===== config.mk =====
export PLATFORM = sky130hd
export DESIGN_NAME = ext_sync_ctrl
export DESIGN_NICKNAME = d
export VERILOG_FILES = /design/src/rtl/ext_sync_pkg.sv /design/src/rtl/esc_trig_mux.sv /design/src/rtl/esc_rise_det.sv /design/src/rtl/esc_arm_fsm.sv /design/src/rtl/esc_sw_pulse.sv /design/src/rtl/ext_sync_ctrl.sv
export SDC_FILE = /design/constraint.sdc
export NUM_CORES = 1
export LEC_CHECK = 0
export ABC_AREA = 0
export ABC_CLOCK_PERIOD_IN_PS = 950
export BUFFER_PORTS_ARGS = -buffer_cell sky130_fd_sc_hd__buf_2
export CAP_MARGIN = 20
export CORE_AREA = 2 2 39 41
export DETAILED_ROUTE_END_ITERATION = 8
export DIE_AREA = 0 0 41 43
export PLACE_DENSITY = 0.4
export SYNTH_ARGS = -nofsm -noshare
export SYNTH_HDL_FRONTEND = slang
export SYNTH_SLANG_ARGS = --single-unit

===== constraint.sdc =====
create_clock -name clk -period 0.95 [get_ports clk]
set_clock_uncertainty 0.05 [all_clocks]
set_input_delay 0.095 -clock clk [delete_from_list [all_inputs] [get_ports clk]]
set_output_delay 0.095 -clock clk [all_outputs]
set_load 0.01 [all_outputs]

===== src/rtl/ext_sync_pkg.sv =====
package ext_sync_pkg;

    typedef enum logic {
        TRIG_SRC_EXT    = 1'b0,
        TRIG_SRC_SYSREF = 1'b1
    } trig_src_e;

    typedef struct packed {
        logic armed;
    } arm_state_t;

endpackage


===== src/rtl/esc_trig_mux.sv =====
module esc_trig_mux
    import ext_sync_pkg::*;
(
    input  logic      ext_sync,
    input  logic      sysref,
    input  trig_src_e src,
    output logic      trig
);

    always_comb begin
        unique case (src)
            TRIG_SRC_SYSREF: trig = sysref;
            default:         trig = ext_sync;
        endcase
    end

endmodule


===== src/rtl/esc_rise_det.sv =====
module esc_rise_det (
    input  logic clk,
    input  logic sig,
    output logic rise
);

    logic prev_d, prev_q;

    always_comb begin
        prev_d = sig;
        rise   = sig & ~prev_q;
    end

    always_ff @(posedge clk) begin
        prev_q <= prev_d;
    end

endmodule


===== src/rtl/esc_arm_fsm.sv =====
module esc_arm_fsm
    import ext_sync_pkg::*;
(
    input  logic clk,
    input  logic rst,
    input  logic arm_req,
    input  logic rise,
    output logic armed
);

    arm_state_t st_d, st_q;

    always_comb begin
        st_d = st_q;
        if (st_q.armed) begin
            // armed: only the trigger edge matters, a repeated arm is moot
            if (rise) begin
                st_d.armed = 1'b0;
            end
        end else if (arm_req) begin
            // idle: an edge in the arming cycle is not taken
            st_d.armed = 1'b1;
        end
        if (rst) begin
            st_d.armed = 1'b0;
        end
    end

    always_ff @(posedge clk) begin
        st_q <= st_d;
    end

    assign armed = st_q.armed;

endmodule


===== src/rtl/esc_sw_pulse.sv =====
module esc_sw_pulse #(
    parameter int unsigned PULSE_LEN = 4
) (
    input  logic clk,
    input  logic rst,
    input  logic start,
    output logic active
);

    localparam int unsigned CNT_W = $clog2(PULSE_LEN + 1);
    localparam logic [CNT_W-1:0] LOAD_VAL = CNT_W'(PULSE_LEN);

    typedef struct packed {
        logic [CNT_W-1:0] cnt;
    } pulse_state_t;

    pulse_state_t st_d, st_q;

    always_comb begin
        st_d = st_q;
        if (start) begin
            st_d.cnt = LOAD_VAL;
        end else if (st_q.cnt != '0) begin
            st_d.cnt = st_q.cnt - 1'b1;
        end
        if (rst) begin
            st_d.cnt = '0;
        end
    end

    always_ff @(posedge clk) begin
        st_q <= st_d;
    end

    assign active = (st_q.cnt != '0);

endmodule


===== src/rtl/ext_sync_ctrl.sv =====
module ext_sync_ctrl
    import ext_sync_pkg::*;
#(
    parameter int unsigned EXT_SYNC      = 1,
    parameter int unsigned RST_PULSE_LEN = 4
) (
    input  logic clk,
    input  logic rst,
    input  logic arm_wr,
    input  logic ext_sync,
    input  logic sysref,
    input  logic src_sel,
    output logic arm_ctl,
    output logic sync_armed,
    output logic dp_rst
);

    localparam bit EXT_EN = (EXT_SYNC != 0);

    logic trig, rise, armed, pulse_on;
    logic arm_req, sw_start;

    generate
        if (EXT_EN) begin : g_ext
            assign arm_req  = arm_wr;
            assign sw_start = 1'b0;
        end else begin : g_legacy
            assign arm_req  = 1'b0;
            assign sw_start = arm_wr;
        end
    endgenerate

    esc_trig_mux u_mux (
        .ext_sync (ext_sync),
        .sysref   (sysref),
        .src      (trig_src_e'(src_sel)),
        .trig     (trig)
    );

    esc_rise_det u_rise (
        .clk  (clk),
        .sig  (trig),
        .rise (rise)
    );

    esc_arm_fsm u_fsm (
        .clk     (clk),
        .rst     (rst),
        .arm_req (arm_req),
        .rise    (rise),
        .armed   (armed)
    );

    esc_sw_pulse #(
        .PULSE_LEN (RST_PULSE_LEN)
    ) u_pulse (
        .clk    (clk),
        .rst    (rst),
        .start  (sw_start),
        .active (pulse_on)
    );

    assign arm_ctl    = armed;
    assign sync_armed = armed;
    assign dp_rst     = armed | pulse_on;

endmodule


# Word-level counts from Yosys, hierarchy flattened
# Index checks and enable logic that the tools add are counted.
# W data, S select, Z words.
# classes
add_sub_neg	1
n_mux	4
n_bitwise	3
n_reduce_logical	1
# op_table
cell	count
$mux W1	4
$reduce_bool A3 Y1	1
$sub A3 B1 Y3 const B	1
$and A1 B1 Y1	1
$not A1 Y1	1
$or A1 B1 Y1	1
# totals
reg_bits	5
word_cells	12

# Longest topological paths before layout
# Gate-level depths: netlist (run 1).
# logic_depth
word_depth	4
ltp_mapped	5
mapped_depth_nobuf	5

# By module
# A second synthesis (run 1) with hierarchy kept.
# unflattened
cells_unflattened	28
hier_area_um2	305.3
# by_module_without_submodules
module	n_inst	cells_per_inst	area_per_inst_um2	seq_area_each_um2
esc_sw_pulse	1	18	190.2	60.1
esc_arm_fsm	1	4	48.8	20.0
esc_rise_det	1	2	33.8	20.0
ext_sync_ctrl	1	3	17.5	0.0
esc_trig_mux	1	1	15.0	0.0

# Worst setup path after synthesis (run 1)
# OpenSTA, ideal clock, no wires.
# synth_timing
path_kind	register to output
from	reg u_pulse.st_q[0] in the netlist's numbering
to	out dp_rst
arrival_time_ps	928
required_ps	805
path_slack_ps	-123
stages_incl_launch_ff	5
n_path_buf	0
path_cell_list	dfxtp_1 > inv_1 > ha_1 > nand2b_1 > or2_2
# synth_between
elab_chain_len	2
# synth_lines
element	line_no	rtl
from (decl)	esc_sw_pulse.sv:17	pulse_state_t st_d, st_q;
from (signal assigned)	esc_sw_pulse.sv:32	st_q <= st_d;
$reduce_bool A3 Y1	esc_sw_pulse.sv:35	assign active = (st_q.cnt != '0);
$or A1 B1 Y1	ext_sync_ctrl.sv:65	assign dp_rst = armed | pulse_on;
to (decl)	ext_sync_ctrl.sv:15	output logic dp_rst
# No other way between the ends.

# Worst setup path in the final report (run 1)
# layout_timing
from	reg u_pulse.st_q[1] in the netlist's numbering
to	out dp_rst
# The elaborated chain is that of the path after synthesis.

==> results of run 1 <==
## kinds of logic (layout without fill, tap and decap cells)
kind of cell | after synthesis | after routing | share of synthesized area (%)
adder cells (fa/ha/maj) | 2 | 2 | 10.81
AO/OA/AOI/OAI | 2 | 2 | 9.729
multiplexers | 2 | 2 | 10.81
flip-flops | 5 | 5 | 43.24
buffers and inverters | 4 | 24 | 8.109
XOR/XNOR | 1 | 1 | 3.784
AND/OR/NAND/NOR | 7 | 7 | 13.52
## path summary, 6_finish.rpt
| kind | from | to | slack (ps) |
|---|---|---|---|
| setup reg to reg | u_pulse.st_q[1] | u_pulse.st_q[0] | -330 |
| hold reg to reg | u_rise.prev_q | u_fsm.armed | 420 |
| setup / recovery | u_pulse.st_q[1] | dp_rst | -370 |
| hold / removal | rst | u_pulse.st_q[0] | 30 |
## layout by cell type (no fill, tap or decap), types with 2 or more instances in the layout
master / instances
ha_4: 2
buf_6: 3
buf_2: 7
nor2_1: 5
dfxtp_2: 3
clkbuf_4: 3
inv_2: 2
dfxtp_1: 2
buf_4: 7
## worst register-to-register path, cell delays in order (launching register included)
cell and delay [ps]:
dfxtp_2 320, inv_2 70, ha_4 150, nand2b_4 50, buf_4 130, buf_6 110
buf_6 110, xnor2_2 130, nor2_1 60
## through the flow
stage / instances / instance area, um^2 / setup WS [ps] / power [mW] / hold WS, ps
global placement: 51 / 345.3 / -119.8 / 0.9260 / 269.1
global route: 59 / 442.9 / -419.4 / 1.682 / 19.68
floorplan: 23 / 255.2 / 5.295 / 0.7059 / 110.0
finish: 59 / 442.9 / -367.8 / 1.557 / 25.65
CTS: 57 / 424.2 / -374.2 / 1.434 / 19.60
detailed placement: 51 / 345.3 / -128.8 / 0.9509 / 270.1
## state kept, by name, indices dropped and copies added (netlist names)
| name | cells |
|---|---|
| u_fsm.armed | 1 |
| u_rise.prev_q | 1 |
| u_pulse.st_q | 3 |
## synthesized netlist by cell type, drive strengths merged
master / n
dfxtp: 5
buf: 1
xnor2: 1
mux2i: 1
nor2: 5
a311oi: 1
mux2: 1
or2: 1
ha: 2
inv: 3
nand2b: 1
a211oi: 1
## metal layers
| layer | up-vias | track usage, % | share of wire (%) |
|---|---|---|---|
| met2 | 9 | 10.31 | 52 |
| met5 | - | 0 | 0 |
| met3 | 0 | 4.188 | 9.3 |
| li1 | 115 | - | - |
| met1 | 97 | 8.013 | 38 |
| met4 | 0 | 8.000 | 0 |
## repair_timing
| action | in CTS | in global routing |
|---|---|---|
| pin swaps | 4 | 6 |
| setup buffers | 4 | 5 |
| gates resized for setup | 8 | 2 |
| hold buffers | 0 | 0 |
| endpoints found under the hold margin | 0 | 0 |
| endpoints found under the setup margin | 6 | 4 |
## power breakdown
| part | total (mW) | internal (mW) | switching (mW) |
|---|---|---|---|
| Clock | 0.240 | 0.158 | 0.0815 |
| Combinational | 0.994 | 0.633 | 0.361 |
| Sequential | 0.323 | 0.282 | 0.0412 |
| Total | 1.56 | 1.07 | 0.483 |
## layout make-up
type / instances / area (um^2) / area share (%)
Clock buffer: 4 / 26.28 / 5.932
Inverter: 3 / 11.26 / 2.542
Multi-Input combinational cell: 14 / 160.2 / 36.16
Sequential cell: 5 / 103.9 / 23.45
Tap cell: 16 / 20.02 / 4.520
Timing Repair Buffer: 17 / 121.4 / 27.40
==> impl_results.md, run 1 <==
* Maximum clock frequency at 758.8 MHz
* Crit Path Class: reg -> out
* Share of the synthesized area in the top cell type at 43.24%
* DP Wirelength at 352.9 um
* Clock latency on the worst-skew pair at 240 ps
* Final slew viol count at 0
* CTS sink cnt at 5
* Filler cells at 149
* Register area share after synthesis at 43.24%
* Critical path buffers and inverters at 2
* Synth Register Bits at 5
* Via count at 221
* Static Leak at 0.2101 nW
* Drt first-iter violations at 1
* WP depth at 5
* Period minus WS final at 1318 ps
* Syn nets at 31
* Syn-to-layout area delta at 91.35%
* Share of cells above drive strength 1 at 76.74%
* Initial antenna violation count at 0
* R2R cell count at 8
* Synthesized area at 231.5 um^2
* First-pass GRT wire length at 869 um
* Vias in the first global route at 230
* Root buffer cell: clkbuf_4
* RSZ-0062 raised after global routing: true
* TNS Setup at -1070 ps
* CP Max Fanout at 2
* DR WL/cell at 9.525 um
* Overflow after GRT at 0
* CP Data Required Time at 810 ps
* Num rows at 14
* Final layout net count at 52
* Pin count of the biggest net entering global routing at 6
* Clock slew seen by the registers of the worst setup and hold paths at 40 ps
* DRT Wirelength at 562 um
* Failing checks: negative setup slack
* Status: finished, violations left
* CTS max path bufs at 2
* Antenna cells at 0
* Die Wd at 41 um
* Slew headroom at 89.88%
* Vias/cell at 3.746
* DRC Markers at 0
* Final WS setup at -367.8 ps
* Maximum vdd ir drop at 1.498 mV
* Max-Cap Viols at 0
* IO Count at 9
* Ordered cell list for the critical path: inv_2 > ha_4 > nand2b_4 > or2_4 > buf_6
* CP endpoint kind: primary output
* Final Cycle Share at 138.7%
* Type of the most critical hold path: in -> reg
* Utilization after layout at 32.01%
* Critical Path AT at 1170 ps
* Inserted Clock Buffers at 3
* Initial core utilization at 16.73%
* Synth cell types at 12
* CP peak stage delay at 320 ps
* CP max stage cell: dfxtp_2
* GPL Wtd Cong at 0.6577
* CTS tree: built
* Hold depth at 2
* DRT Pass-1 Iters at 2
* Final hold vios at 0
* CP Launch Type: register
* Area leader, netlist: dfxtp_1
* Post-Syn Instances at 23
* Final antenna-violating net count at 0
* Power per Cell Area at 3515 nW/um^2
* Worst Tran Pin Value at 147.5 ps
* Synthesis Warnings at 0
* Buffers on Ports at 8
* H-tree Lvls at 1
* CP delay by family, top: flip-flops
* Die Area at 1763 um^2
* Total core area at 1384 um^2
* Final setup fails at 4
* Syn Area/Cell at 10.06 um^2
* Die H at 43 um
* Gr usage total at 7.823%
* Top cells by area, synth: dfxtp_1 43%, ha_1 11%, nor2_1 8.1%, a311oi_2 6.5%, mux2_4 6.5%
No activity file was read; power rests on OpenSTA's default activity.
==> run 2: changes to the inputs <==
--- a/config.mk
+++ b/config.mk
@@ -5,14 +5,14 @@
 export SDC_FILE = /design/constraint.sdc
 export NUM_CORES = 1
 export LEC_CHECK = 0
-export ABC_AREA = 0
+export ABC_AREA = 1
 export ABC_CLOCK_PERIOD_IN_PS = 950
 export BUFFER_PORTS_ARGS = -buffer_cell sky130_fd_sc_hd__buf_2
 export CAP_MARGIN = 20
 export CORE_AREA = 2 2 39 41
 export DETAILED_ROUTE_END_ITERATION = 8
 export DIE_AREA = 0 0 41 43
-export PLACE_DENSITY = 0.4
+export PLACE_DENSITY = 0.41
 export SYNTH_ARGS = -nofsm -noshare
 export SYNTH_HDL_FRONTEND = slang
 export SYNTH_SLANG_ARGS = --single-unit
==> impl_results.md, run 2 <==
* Crit Path Class: reg -> out (unchanged)
* R2R cell count at 8 (unchanged)
* Max-Cap Viols at 0 (unchanged)
* H-tree Lvls at 1 (unchanged)
* Register area share after synthesis at 40.40% (was 43.24%)
* Critical path buffers and inverters at 3 (was 2)
* Slew headroom at 86.80% (was 89.88%)
* R2R Setup Slk at -210 ps (was -330 ps)
* GPL Wtd Cong at 0.6505 (was 0.6577)
* Synth Register Bits at 5 (unchanged)
* CP peak stage delay at 310 ps (was 320 ps)
* Post-Syn Instances at 35 (was 23)
* Vias in the first global route at 225 (was 230)
* Period minus WS final at 1211 ps (was 1318 ps)
* Syn Area/Cell at 7.078 um^2 (was 10.06 um^2)
* Max FFs per register at 3 (unchanged)
* Static Leak at 0.2130 nW (was 0.2101 nW)
* DRT Wirelength at 547 um (was 562 um)
* Synthesis Warnings at 0 (unchanged)
* Setup crit start: u_pulse.st_q[0] (was u_pulse.st_q[1])
* R2r endpoint: u_pulse.st_q[1] (was u_pulse.st_q[0])
* Power per Cell Area at 1186 nW/um^2 (was 3515 nW/um^2)
* Synth cell types at 11 (was 12)
* Top reg by flops: u_pulse.st_q (unchanged)
* Pre-CTS worst setup slack at -85.96 ps (was -128.8 ps)
* Commonest non-fill, non-tap cells in the layout: 8 x buf_2, 6 x nand2_1, 6 x buf_4 (was 7 x buf_2, 7 x buf_4, 5 x nor2_1)
* Die H at 43 um (unchanged)
* Initial antenna violation count at 0 (unchanged)
* Critical Path AT at 1070 ps (was 1170 ps)
* Area leader, netlist: dfxtp_1 (unchanged)
* DP Wirelength at 372.8 um (was 352.9 um)
* Hold Slack at 18.64 ps (was 25.65 ps)
* Number of synthesized flops with an enable pin at 0 (unchanged)
* First-pass GRT wire length at 862 um (was 869 um)
* Ys flop type: dfxtp_1 (unchanged)
* CP endpoint kind: primary output (unchanged)
* Final WS setup at -261.3 ps (was -367.8 ps)
* Top cells by area, synth: dfxtp_1 40%, inv_1 12%, ha_1 10%, nand2_1 9.1%, nor2_1 9.1% (was dfxtp_1 43%, ha_1 11%, nor2_1 8.1%, a311oi_2 6.5%, mux2_4 6.5%)
* Status: finished, violations left (unchanged)
* CTS max path bufs at 2 (unchanged)
* Pin count of the biggest net entering global routing at 5 (was 6)
* Syn-to-layout area delta at 72.73% (was 91.35%)
* Vias/cell at 3.884 (was 3.746)
* CP delay by family, top: flip-flops (unchanged)
* RSZ-0062 raised after global routing: true (unchanged)
* Final setup fails at 4 (unchanged)
* Hold Buf Count CTS at 0 (unchanged)
* Async SR Flop Fraction at 0% (unchanged)
* Clock slew seen by the registers of the worst setup and hold paths at 40 ps (about the same)
* Initial core utilization at 17.90% (was 16.73%)
* Die Wd at 41 um (unchanged)
* CP Data Required Time at 810 ps (about the same)
* Clock latency on the worst-skew pair at 240 ps (about the same)
* CP max stage cell: dfxtp_2 (unchanged)
* CP Launch Type: register (unchanged)
* Filler cells at 158 (was 149)
* Final hold vios at 0 (unchanged)
* Antenna cells at 0 (unchanged)
* Top-count cell post-synth: inv_1
* Overflow after GRT at 0 (unchanged)
* DRC Markers at 0 (unchanged)
* Failing checks: negative setup slack (unchanged)
* Utilization after layout at 30.92% (was 32.01%)
* Share of cells above drive strength 1 at 52.83% (was 76.74%)
* Final antenna-violating net count at 0 (unchanged)
* Share of the synthesized area in the top cell type at 40.40% (was 43.24%)
* IO Count at 9 (unchanged)
* Buffers on Ports at 8 (unchanged)
* Maximum vdd ir drop at 0.8287 mV (was 1.498 mV)
* Total core area at 1384 um^2 (unchanged)
* Drt first-iter violations at 6 (was 1)
* Final slew viol count at 0 (unchanged)
* DR WL/cell at 7.928 um (was 9.525 um)
* Inserted Clock Buffers at 3 (unchanged)
* Root buffer cell: clkbuf_4 (unchanged)
* Worst Tran Pin Value at 197.8 ps (was 147.5 ps)
* Die Area at 1763 um^2 (unchanged)
* Syn nets at 43 (was 31)
* FF-to-FF Start: u_pulse.st_q[0] (was u_pulse.st_q[1])
* Design Power at 507.7 uW (was 1.557 mW)
* Num rows at 14 (unchanged)
* Gr usage total at 7.715% (was 7.823%)
* Most common cell after layout, fill and taps aside: buf_2
* Critical Path End: dp_rst (unchanged)
* Final Cycle Share at 127.5% (was 138.7%)
* Maximum clock frequency at 825.6 MHz (was 758.8 MHz)
* Type of the most critical hold path: in -> reg (unchanged)
* DRT Pass-1 Iters at 3 (was 2)
* CTS tree: built (unchanged)
* Synth cell count leaders: 8 x inv_1, 6 x nand2_1, 6 x nor2_1 (was 5 x dfxtp_1, 5 x nor2_1, 3 x inv_1)
* WP depth at 6 (was 5)
* Final layout net count at 62 (was 52)
* Via count at 268 (was 221)
* Synthesized area at 247.7 um^2 (was 231.5 um^2)
* CTS sink cnt at 5 (unchanged)
* Ordered cell list for the critical path: inv_2 > ha_4 > inv_4 > nor2_4 > nand2_1 > buf_2 (was inv_2 > ha_4 > nand2b_4 > or2_4 > buf_6)
* CP Max Fanout at 2 (unchanged)
run 2: cell count changes in the layout (fill, tap and decap cells not counted), sizes merged, moves of 2 or more:
cell	change
o21ai	+2
buf	-2
nand2	+6
nand3	+2
inv	+5
nor2	+2
run 2: cell type report:
| cell class | instances | area (um^2) | share of cell area [%] |
|---|---|---|---|
| repair buffers | 15 | 96.34 | 22.51 |
| inverters | 8 | 32.53 | 7.602 |
| multi-input cells | 21 | 150.1 | 35.09 |
| clock buffers | 4 | 26.28 | 6.140 |
| well taps | 16 | 20.02 | 4.678 |
| flip-flops and latches | 5 | 102.6 | 23.98 |
run 2: worst min-delay path by stage:
stage	startpoint	to	slack [ps]	depth (start not counted)
6_report	sysref	u_rise.prev_q	20	3
5_1_grt	ext_sync	u_rise.prev_q	40	3
4_1_cts	sysref	u_rise.prev_q	10	3
3_5_place_dp	sysref	u_rise.prev_q	270	3
3_3_place_gp	sysref	u_rise.prev_q	270	3
2_1_floorplan	ext_sync	u_rise.prev_q	170	2
run 2: layer usage:
metal / GRT usage [%] / vias to the layer above / part of all wire, %
met5: 0 / - / 0
met4: 2.000 / 0 / 0
met3: 6.283 / 0 / 9.5
met2: 12.50 / 8 / 54
met1: 7.029 / 121 / 36
li1: - / 139 / -
run 2: tightest hold or removal path, stage by stage:
cell and delay [ps]:
buf_2 70, nand2_1 40, nand2_1 70
run 2: stage by stage:
step / TNS (ps) / instances / area (um^2)
global route: -986.2 / 69 / 427.9
detailed placement: -213.7 / 61 / 325.3
floorplan: 0 / 35 / 250.2
global placement: -233.9 / 61 / 325.3
CTS: -604.5 / 68 / 400.4
finish: -804.1 / 69 / 427.9
run 2: cell families after synthesis:
family,count (synthesis),synth area share (%)
AO/OA/AOI/OAI,3,6.059
buffers and inverters,9,15.15
AND/OR/NAND/NOR,15,24.75
adder cells (fa/ha/maj),2,10.10
XOR/XNOR,1,3.536
flip-flops,5,40.41
run 2: power breakdown:
group	switching [mW]	internal (mW)	leakage, nW
combinational	0.0204	0.0192	0.156
sequential	0.00328	0.218	0.0420
clock	0.0884	0.159	0.0150
total	0.112	0.396	0.213
run 2: timing repair:
action | CTS | global route
gates resized for setup | 6 | 6
pin swaps | 2 | 2
gates cloned | 0 | 0
setup endpoints to repair | 4 | 4
setup buffers | 3 | 1
